$ cat src/rtl/aud_ser_pkg.sv
package aud_ser_pkg;

  localparam int SLOT_W = 6;

  typedef enum logic [1:0] {
    FM_32  = 2'd0,
    FM_48  = 2'd1,
    FM_64  = 2'd2,
    FM_64B = 2'd3
  } frame_mode_e;

  typedef struct packed {
    logic [1:0] mode;
    logic       lr_inv;
    logic       lsb_first;
  } fmt_cfg_t;

  // bit-clock periods in one frame for a mode code
  function automatic logic [SLOT_W:0] frame_slots(input logic [1:0] m);
    case (m)
      FM_32:   return (SLOT_W+1)'(32);
      FM_48:   return (SLOT_W+1)'(48);
      default: return (SLOT_W+1)'(64);
    endcase
  endfunction

endpackage

$ cat src/rtl/aud_bclk_div.sv
module aud_bclk_div #(
  parameter int DIV_W = 8
) (
  input  logic             clk,
  input  logic             rst,
  input  logic             tick,
  input  logic [DIV_W-1:0] half_div,
  output logic             bclk,
  output logic             fall_evt
);

  logic [DIV_W-1:0] cnt;
  logic [DIV_W-1:0] term;
  logic             wrap;

  always_comb term = (half_div == '0) ? '0 : half_div - 1'b1;

  assign wrap     = tick && (cnt >= term);
  assign fall_evt = wrap && bclk;

  always_ff @(posedge clk) begin
    if (rst) begin
      cnt  <= '0;
      bclk <= 1'b0;
    end else if (tick) begin
      if (cnt >= term) begin
        cnt  <= '0;
        bclk <= ~bclk;
      end else begin
        cnt <= cnt + 1'b1;
      end
    end
  end

endmodule

$ cat src/rtl/aud_frame_seq.sv
module aud_frame_seq
  import aud_ser_pkg::*;
#(
  parameter int DIV_W = 8
) (
  input  logic              clk,
  input  logic              rst,
  input  logic              fall_evt,
  input  fmt_cfg_t          cfg_in,
  input  logic [DIV_W-1:0]  half_in,
  output logic              boundary,
  output logic [SLOT_W-1:0] nxt_slot,
  output logic [SLOT_W:0]   nxt_half_slots,
  output logic              nxt_lsb,
  output logic [DIV_W-1:0]  act_half,
  output logic              lrclk
);

  fmt_cfg_t          act;
  fmt_cfg_t          nxt;
  logic [SLOT_W-1:0] slot_q;
  logic [SLOT_W:0]   act_slots;
  logic              last_slot;
  logic              nxt_right;

  always_comb begin
    act_slots      = frame_slots(act.mode);
    last_slot      = ({1'b0, slot_q} == act_slots - 1'b1);
    boundary       = fall_evt && last_slot;
    nxt            = boundary ? cfg_in : act;
    nxt_slot       = boundary ? '0 : slot_q + 1'b1;
    nxt_half_slots = frame_slots(nxt.mode) >> 1;
    nxt_lsb        = nxt.lsb_first;
    nxt_right      = ({1'b0, nxt_slot} >= nxt_half_slots);
  end

  always_ff @(posedge clk) begin
    if (rst) begin
      slot_q        <= SLOT_W'(31);
      act.mode      <= FM_32;
      act.lr_inv    <= 1'b0;
      act.lsb_first <= 1'b0;
      act_half      <= DIV_W'(1);
      lrclk         <= 1'b0;
    end else if (fall_evt) begin
      slot_q <= nxt_slot;
      lrclk  <= nxt_right ^ nxt.lr_inv;
      if (boundary) begin
        act      <= cfg_in;
        act_half <= half_in;
      end
    end
  end

endmodule

$ cat src/rtl/aud_slot_ser.sv
module aud_slot_ser
  import aud_ser_pkg::*;
#(
  parameter int SAMPLE_W = 16
) (
  input  logic                clk,
  input  logic                rst,
  input  logic                s_valid,
  output logic                s_ready,
  input  logic [SAMPLE_W-1:0] s_left,
  input  logic [SAMPLE_W-1:0] s_right,
  input  logic                boundary,
  input  logic                fall_evt,
  input  logic [SLOT_W-1:0]   nxt_slot,
  input  logic [SLOT_W:0]     nxt_half_slots,
  input  logic                nxt_lsb,
  output logic                sdata,
  output logic                underflow
);

  localparam int NCH = 2;

  logic                           hold_full;
  logic                           acc;
  logic [NCH-1:0][SAMPLE_W-1:0]   in_w;
  logic [NCH-1:0][SAMPLE_W-1:0]   hold_w;
  logic [NCH-1:0][SAMPLE_W-1:0]   cur_w;
  logic [NCH-1:0][SAMPLE_W-1:0]   load_w;

  assign in_w    = {s_right, s_left};
  assign s_ready = ~hold_full;
  assign acc     = s_valid && ~hold_full;

  for (genvar c = 0; c < NCH; c++) begin : g_ch
    logic [SAMPLE_W-1:0] hold_r;
    logic [SAMPLE_W-1:0] cur_r;

    always_ff @(posedge clk) begin
      if (rst) begin
        hold_r <= '0;
        cur_r  <= '0;
      end else begin
        if (acc)      hold_r <= in_w[c];
        if (boundary) cur_r  <= load_w[c];
      end
    end

    assign hold_w[c] = hold_r;
    assign cur_w[c]  = cur_r;
    assign load_w[c] = hold_full ? hold_r : '0;
  end

  logic                chan_right;
  logic [SLOT_W:0]     pos;
  logic [SLOT_W:0]     idx;
  logic [SAMPLE_W-1:0] word;
  logic                bit_nx;

  always_comb begin
    chan_right = ({1'b0, nxt_slot} >= nxt_half_slots);
    pos        = chan_right ? {1'b0, nxt_slot} - nxt_half_slots : {1'b0, nxt_slot};
    word       = boundary ? load_w[chan_right] : cur_w[chan_right];
    idx        = nxt_lsb ? pos : (SLOT_W+1)'(SAMPLE_W-1) - pos;
    bit_nx     = 1'b0;
    if (pos < (SLOT_W+1)'(SAMPLE_W)) begin
      for (int b = 0; b < SAMPLE_W; b++) begin
        if (idx == (SLOT_W+1)'(b)) bit_nx = word[b];
      end
    end
  end

  always_ff @(posedge clk) begin
    if (rst) begin
      hold_full <= 1'b0;
      sdata     <= 1'b0;
      underflow <= 1'b0;
    end else begin
      if (acc)           hold_full <= 1'b1;
      else if (boundary) hold_full <= 1'b0;
      underflow <= boundary && ~hold_full;
      if (fall_evt) sdata <= bit_nx;
    end
  end

endmodule

$ cat src/rtl/aud_ser_fmt.sv
module aud_ser_fmt
  import aud_ser_pkg::*;
#(
  parameter int SAMPLE_W = 16,
  parameter int DIV_W    = 8
) (
  input  logic                clk,
  input  logic                rst,
  input  logic                tick,
  input  logic [1:0]          cfg_frame_mode,
  input  logic                cfg_lr_inv,
  input  logic                cfg_lsb_first,
  input  logic [DIV_W-1:0]    cfg_half_div,
  input  logic                s_valid,
  output logic                s_ready,
  input  logic [SAMPLE_W-1:0] s_left,
  input  logic [SAMPLE_W-1:0] s_right,
  output logic                bclk,
  output logic                lrclk,
  output logic                sdata,
  output logic                underflow
);

  fmt_cfg_t          cfg_in;
  logic              fall_evt;
  logic              boundary;
  logic [SLOT_W-1:0] nxt_slot;
  logic [SLOT_W:0]   nxt_half_slots;
  logic              nxt_lsb;
  logic [DIV_W-1:0]  act_half;

  always_comb begin
    cfg_in.mode      = cfg_frame_mode;
    cfg_in.lr_inv    = cfg_lr_inv;
    cfg_in.lsb_first = cfg_lsb_first;
  end

  aud_bclk_div #(.DIV_W(DIV_W)) u_div (
    .clk      (clk),
    .rst      (rst),
    .tick     (tick),
    .half_div (act_half),
    .bclk     (bclk),
    .fall_evt (fall_evt)
  );

  aud_frame_seq #(.DIV_W(DIV_W)) u_seq (
    .clk            (clk),
    .rst            (rst),
    .fall_evt       (fall_evt),
    .cfg_in         (cfg_in),
    .half_in        (cfg_half_div),
    .boundary       (boundary),
    .nxt_slot       (nxt_slot),
    .nxt_half_slots (nxt_half_slots),
    .nxt_lsb        (nxt_lsb),
    .act_half       (act_half),
    .lrclk          (lrclk)
  );

  aud_slot_ser #(.SAMPLE_W(SAMPLE_W)) u_ser (
    .clk            (clk),
    .rst            (rst),
    .s_valid        (s_valid),
    .s_ready        (s_ready),
    .s_left         (s_left),
    .s_right        (s_right),
    .boundary       (boundary),
    .fall_evt       (fall_evt),
    .nxt_slot       (nxt_slot),
    .nxt_half_slots (nxt_half_slots),
    .nxt_lsb        (nxt_lsb),
    .sdata          (sdata),
    .underflow      (underflow)
  );

endmodule

$ cat config.mk
export PLATFORM = sky130hd
export DESIGN_NAME = aud_ser_fmt
export DESIGN_NICKNAME = d
export VERILOG_FILES = /design/src/rtl/aud_ser_pkg.sv /design/src/rtl/aud_bclk_div.sv /design/src/rtl/aud_frame_seq.sv /design/src/rtl/aud_slot_ser.sv /design/src/rtl/aud_ser_fmt.sv
export SDC_FILE = /design/constraint.sdc
export NUM_CORES = 1
export LEC_CHECK = 0
export ABC_AREA = 1
export BUFFER_PORTS_ARGS = -buffer_cell sky130_fd_sc_hd__buf_2
export CORE_ASPECT_RATIO = 1.75
export CORE_MARGIN = 8
export CORE_UTILIZATION = 30
export CTS_CLUSTER_SIZE = 28
export DETAILED_ROUTE_END_ITERATION = 8
export GPL_ROUTABILITY_DRIVEN = 0
export PLACE_DENSITY_LB_ADDON = 0.05
export SYNTH_ARGS = -nofsm -noshare
export SYNTH_HDL_FRONTEND = slang
export SYNTH_SLANG_ARGS = --single-unit
export TNS_END_PERCENT = 1
$ cat constraint.sdc
create_clock -name clk -period 8.4 [get_ports clk]
set_input_delay 0.42 -clock clk [delete_from_list [all_inputs] [get_ports clk]]
set_output_delay 0.42 -clock clk [all_outputs]
set_load 0.05 [all_outputs]
# Word-level counts from Yosys, hierarchy flattened
# Cells that the tools add are included.
op_classes:
  n_reduce_logical: 12
  magnitude_cmp: 4
  bitwise_logic: 3
  n_eq_ne: 18
  n_mux: 34
  add_sub_neg: 6
ops:
  columns: ["operator", "n"]
  rows:
  - ["16-bit two-way mux", 7]
  - ["7-bit by 4-bit equality test with 1-bit output, second input constant", 8]
  - ["7-bit by 3-bit equality test with 1-bit output, second input constant", 4]
  - ["7-bit one-hot mux with 2 select lines", 2]
  - ["1-bit two-way mux", 19]
  - ["8-bit two-way mux", 2]
  - ["7-bit by 2-bit equality test with 1-bit output, second input constant", 2]
  - ["7-bit two-way mux", 2]
  - ["8-bit by 1-bit adder with 8-bit output, second input constant", 1]
  - ["8-bit >= comparator", 1]
  - ["8-bit zero test", 1]
  - ["8-bit by 1-bit subtractor with 8-bit output, second input constant", 1]
  - ["6-bit by 7-bit equality test with 1-bit output", 1]
  - ["7-bit by 1-bit equality test with 1-bit output, second input constant", 1]
  - ["7-bit zero test", 1]
  - ["7-bit by 5-bit less-than comparator with 1-bit output, second input constant", 1]
  - ["4-bit by 7-bit subtractor with 7-bit output, first input constant", 1]
  - ["6-bit by 6-bit subtractor with 7-bit output", 1]
  - ["7-bit by 1-bit subtractor with 7-bit output, second input constant", 1]
  - ["6-bit by 1-bit adder with 6-bit output, second input constant", 1]
  - ["6-bit >= comparator", 1]
  - ["6-bit two-way mux", 1]
  - ["1-bit logical AND", 5]
  - ["2-bit by 1-bit equality test with 1-bit output, second input constant", 2]
  - ["other kinds (7)", 10]
totals:
  reg_bits: 95
  out_inout_bits: 5

# Longest topological paths before layout
depth:
  ltp_word: 31
  depth_mapped: 48

# Hierarchy
# Synthesis repeated with hierarchy kept, for this count alone.
hier_totals:
  cells_unflattened: 788
  hier_area_um2: 5351.4
by_module_without_submodules:
  columns: ["module", "n_inst", "seq_area_each_um2", "area_each_um2", "cells_per_inst"]
  rows:
  - ["aud_slot_ser", 1, 1341.3, 3519.6, 525]
  - ["aud_frame_seq", 1, 380.4, 1026.0, 144]
  - ["aud_bclk_div", 1, 180.2, 805.8, 119]

# Worst setup path before layout
# OpenSTA, ideal clock, no wires.
synth_path:
  path_type: "register to register"
  startpoint: "register u_seq.act_half[0]"
  endpoint: "register u_ser.sdata"
  slack_ps: 2792
  n_path_buf: 3
  arrival_ps: 5495
  stages_incl_launch_ff: 48
  period_less_slack_ps: 5608
  path_cell_list: "dfxtp_1 > inv_1 > ha_1 > nand2_1 > nor3_1 > nand2_1 > o21ai_0 > ha_1 > nand2_1 > nor2_1 > nor2_1 > nand2_1 > nand2_1 > nand2_1 > nand4_4 > buf_6 > inv_1 > buf_4 > [... 12 more ...] > nand2_1 > inv_1 > ha_1 > inv_1 > nor2_1 > nand3b_1 > nor2_1 > nand3_1 > inv_1 > nand2_1 > nand3_1 > nand2_1 > nand2_1 > nand2_1 > nand2_1 > nand2_1 > nand2_1 > nand2_1"
synth_lines:
  columns: ["element", "line_no", "rtl"]
  rows:
  - ["start: declaration", "aud_frame_seq.sv:15", "output logic [DIV_W-1:0] act_half,"]
  - ["start signal: assignment", "aud_frame_seq.sv:50", "act_half <= half_in;"]
  - ["end signal: assignment", "aud_slot_ser.sv:81", "if (fall_evt) sdata <= bit_nx;"]
  - ["end: declaration", "aud_slot_ser.sv:17", "output logic sdata,"]

==> reports/qor.tcl <==
set qor(cts_inserted_buffers) 9
set qor(cp_data_arrival_time_ns) 7.12
set qor(post_cts.resized_instances) 0
set qor(fin_nets) 809
set qor(placementRows) 61
set qor(grt_max_degree) 70
set qor(post_synth_main_area_contributors) {sky130_fd_sc_hd__dfxtp_1, sky130_fd_sc_hd__nor2_1, sky130_fd_sc_hd__nand2_1}
set qor(synthDominantCellAreaShare_pct) 39.49
set qor(required_ns) 8.64
set qor(critical_path.startpoint_type) {flip-flop}
set qor(synth_fp_nets) 776
set qor(route.detailed.drc) 0
set qor(clk-insertion-delay-late_ns) 0.34
set qor(first_iter_violations) 212
set qor(postSynthAreaPerCell_um2) 6.783
set qor(setup_repair_after_global_routing_missed_its_margin) {no}
set qor(first_pass_grt_wire_length_um) 21660
set qor(number_of_search_and_repair_iterations_in_the_first_detailed_routing_pass) 4
set qor(hold_path.startpoint) {cfg_half_div[0]}
set qor(horizontal_die_dimension_um) 111.8
set qor(synth-edff-count) 0
set qor(cp_num_buf_inv) 10
set qor(timing.critical_path.mode_cell) {sky130_fd_sc_hd__nand2_1}
set qor(die_height_um) 183.6
set qor(dieArea_um2) 20520
set qor(report.final.setup_viol) 0
set qor(cells_after_dpl) 921
set qor(globalRouteOverflowTotal) 0
set qor(worst_max_slew_margin_expressed_relative_to_the_limit_pct) 30.18
set qor(timing.final.hold_violations) 0
set qor(synthArstFlopShare_pct) 0
set qor(finClkSkew_ns) 0.007610
set qor(max_root_sink_buffers) 2
set qor(cts.sinks) 95
set qor(synth.yosys.warnings) 0
set qor(start_util_pct) 30.48
set qor(floorplan.io_pins) 53
set qor(post_cts_buffers) 0
set qor(power.density_nw_per_um2) 473.8
set qor(synth_area_um2) 4816
set qor(grt.total_usage_pct) 13.15
set qor(layoutNonFillerInstCount) 936
set qor(timing.critical_path.fanout_max) 26
set qor(fmax_mhz) 145.2
set qor(multi_input_area_um2) 2541
set qor(run_status) {completed}
set qor(r2r-start) {u_seq.act_half[0]}
set qor(final-seq-area_um2) 1902
set qor(min_period_over_period_pct) 82.00
set qor(crit_path_top_delay_cell) {sky130_fd_sc_hd__o21ai_0}
set qor(delay_heaviest_family_cp) {simple AND/OR/NAND/NOR gates}
set qor(utilization_after_layout_pct) 34.74
set qor(synth_sequential_area_ratio_pct) 39.49
set qor(postCtsHoldBufs) 0
set qor(dp_hpwl_um) 9725
set qor(max-vdd-ir-drop_mv) 0.1920
set qor(path_type_of_the_worst_setup_path) {reg2reg}
set qor(place_area_um2) 5169
set qor(layout-drive-gt1-share_pct) 10.84
set qor(r2r.worst_path.cells) 41
set qor(drt_wl_total_um) 13080
set qor(postSynthRegisterBits) 95
set qor(worst_margin_pin_slew_ns) 1.046
set qor(postSynth.topFlopCell) {sky130_fd_sc_hd__dfxtp_1}
set qor(io_buffer_count) 52
set qor(number_of_maximum_capacitance_violations) 0
set qor(layout-area-overhead-vs-synth_pct) 13.95
set qor(min_delay_worst_endpoint) {u_seq.act_half[0]}
set qor(synth_top_cell_by_area) {sky130_fd_sc_hd__dfxtp_1}
set qor(synth_cell_types) 39
set qor(reg2reg_to) {u_ser.sdata}
set qor(fillCellCount) 1761
set qor(timing.hold.worst.class) {in2reg}
set qor(final_antenna_net_count) 0
set qor(fin_setup_tns_ns) 0
set qor(grt_pass1_vias) 4365
set qor(reg2reg_slack_ns) 1.51
set qor(diodes) 0
set qor(synthCells) 710
set qor(coreArea_um2) 15800
set qor(htree_num_levels) 3
set qor(num_vias) 4386
set qor(leakagePower_nw) 2.542
set qor(clockRootBuffer) {sky130_fd_sc_hd__clkbuf_16}
set qor(post_drt_via_cell_ratio) 4.686
set qor(path_clk_slew_ns) 0.07
set qor(post-route-cell-area_um2) 5488
set qor(clock_period_minus_final_worst_setup_slack_ns) 6.888
set qor(slowest_delay_ns) 0.66
set qor(kind_of_capture_point_of_the_worst_setup_path) {flip-flop}
set qor(drt-wirelength-per-cell_um) 13.97
set qor(clock_tree_from_tritoncts) {done}
set qor(number_of_antenna_violations_at_the_first_check_in_global_routing) 0
set qor(timing.hold.worst_path_depth) 3
set qor(report.final.slew_viol_count) 0
-- state kept, by name (all words and copies together), names as in the netlist --
register	flops
u_seq.act_half	8
u_div.bclk	1
u_ser.hold_full	1
u_seq.slot_q	6
u_seq.act	4
u_ser.g_ch.cur_r	32
u_seq.lrclk	1
u_ser.sdata	1
u_ser.g_ch.hold_r	32
u_div.cnt	8
u_ser.underflow	1
-- how the worst max path moves through the flow --
stage | end | depth (start not counted) | start | slack, ns
floorplan | u_ser.sdata | 47 | u_seq.act_half[0] | 2.79
global route | u_ser.sdata | 41 | u_seq.act_half[0] | 0.62
finish | u_ser.sdata | 41 | u_seq.act_half[0] | 1.51
global placement | u_ser.sdata | 43 | u_seq.act_half[0] | 1.78
CTS | u_ser.sdata | 43 | u_seq.act_half[0] | 1.48
detailed placement | u_ser.sdata | 43 | u_seq.act_half[0] | 1.50
-- cells in the final DEF, fill, tap and decap left out, drive strengths merged, types with 3 or more instances in the layout --
master and count:
ha 16, clkbuf 9, dfxtp 95, buf 56, xnor2 3, nor2 164, o21ai 51, nand2 161
a21oi 52, mux2i 3, nor3 8, nand3 30, xor2 9, or2 5, nand4 6, a22oi 3
inv 55
-- cell families (layout without fill, tap and decap cells) --
kind of cell | Yosys count | after routing | share of synthesized area, %
buffers and inverters | 87 | 124 | 7.742
xor gates and xnor gates | 12 | 12 | 2.183
DFF | 95 | 95 | 39.49
AOI/OAI and AO/OA | 119 | 119 | 13.51
muxes | 3 | 3 | 0.6236
adders and majority gates | 18 | 18 | 4.988
and+or+nand+nor | 376 | 376 | 31.46
-- final cells by class --
cell class,instances,share of cell area (%)
clock buffer,9,4.104
clock inverter,6,1.710
multi-input combinational,528,46.31
timing repair buffer,56,5.290
tap,189,4.309
inverter,53,3.625
sequential,95,34.66
-- layer usage --
| layer | global-route usage [%] | vias up | wire length (um) |
|---|---|---|---|
| li1 | - | 2327 | - |
| met4 | 5.504 | 0 | 321 |
| met1 | 14.05 | 1969 | 5496 |
| met2 | 24.50 | 75 | 6837 |
| met3 | 2.632 | 15 | 424 |
| met5 | 0 | - | 0 |
-- Yosys cell counts (all sizes together), types with 5 or more instances --
cell type / instances
nor2: 164
nand2: 161
dfxtp: 95
inv: 53
a21oi: 52
o21ai: 51
nand3: 30
clkbuf: 23
ha: 16
buf: 11
xor2: 9
nor3: 8
nand4: 6
or2: 5
-- power breakdown --
part           switching [mW]  internal, mW
Combinational            1.08         0.511
Sequential             0.0417         0.517
Clock                   0.186         0.263
-- worst min-delay path, delay by kind of cell --
family / cells / cell delay (ns)
compound gates: 2 / 0.11
buf+inv: 1 / 0.09
-- through the flow --
step	hold slack (ns)	total power, mW	setup slack, ns
final	0.3080	2.600	1.512
after global routing	0.3062	2.891	0.6184
after CTS	0.3036	2.638	1.478
after detailed placement	0.4596	2.173	1.502
after global placement	0.4619	2.135	1.777
after floorplan	0.4297	1.815	2.792
No activity file was read; power rests on OpenSTA's default activity.
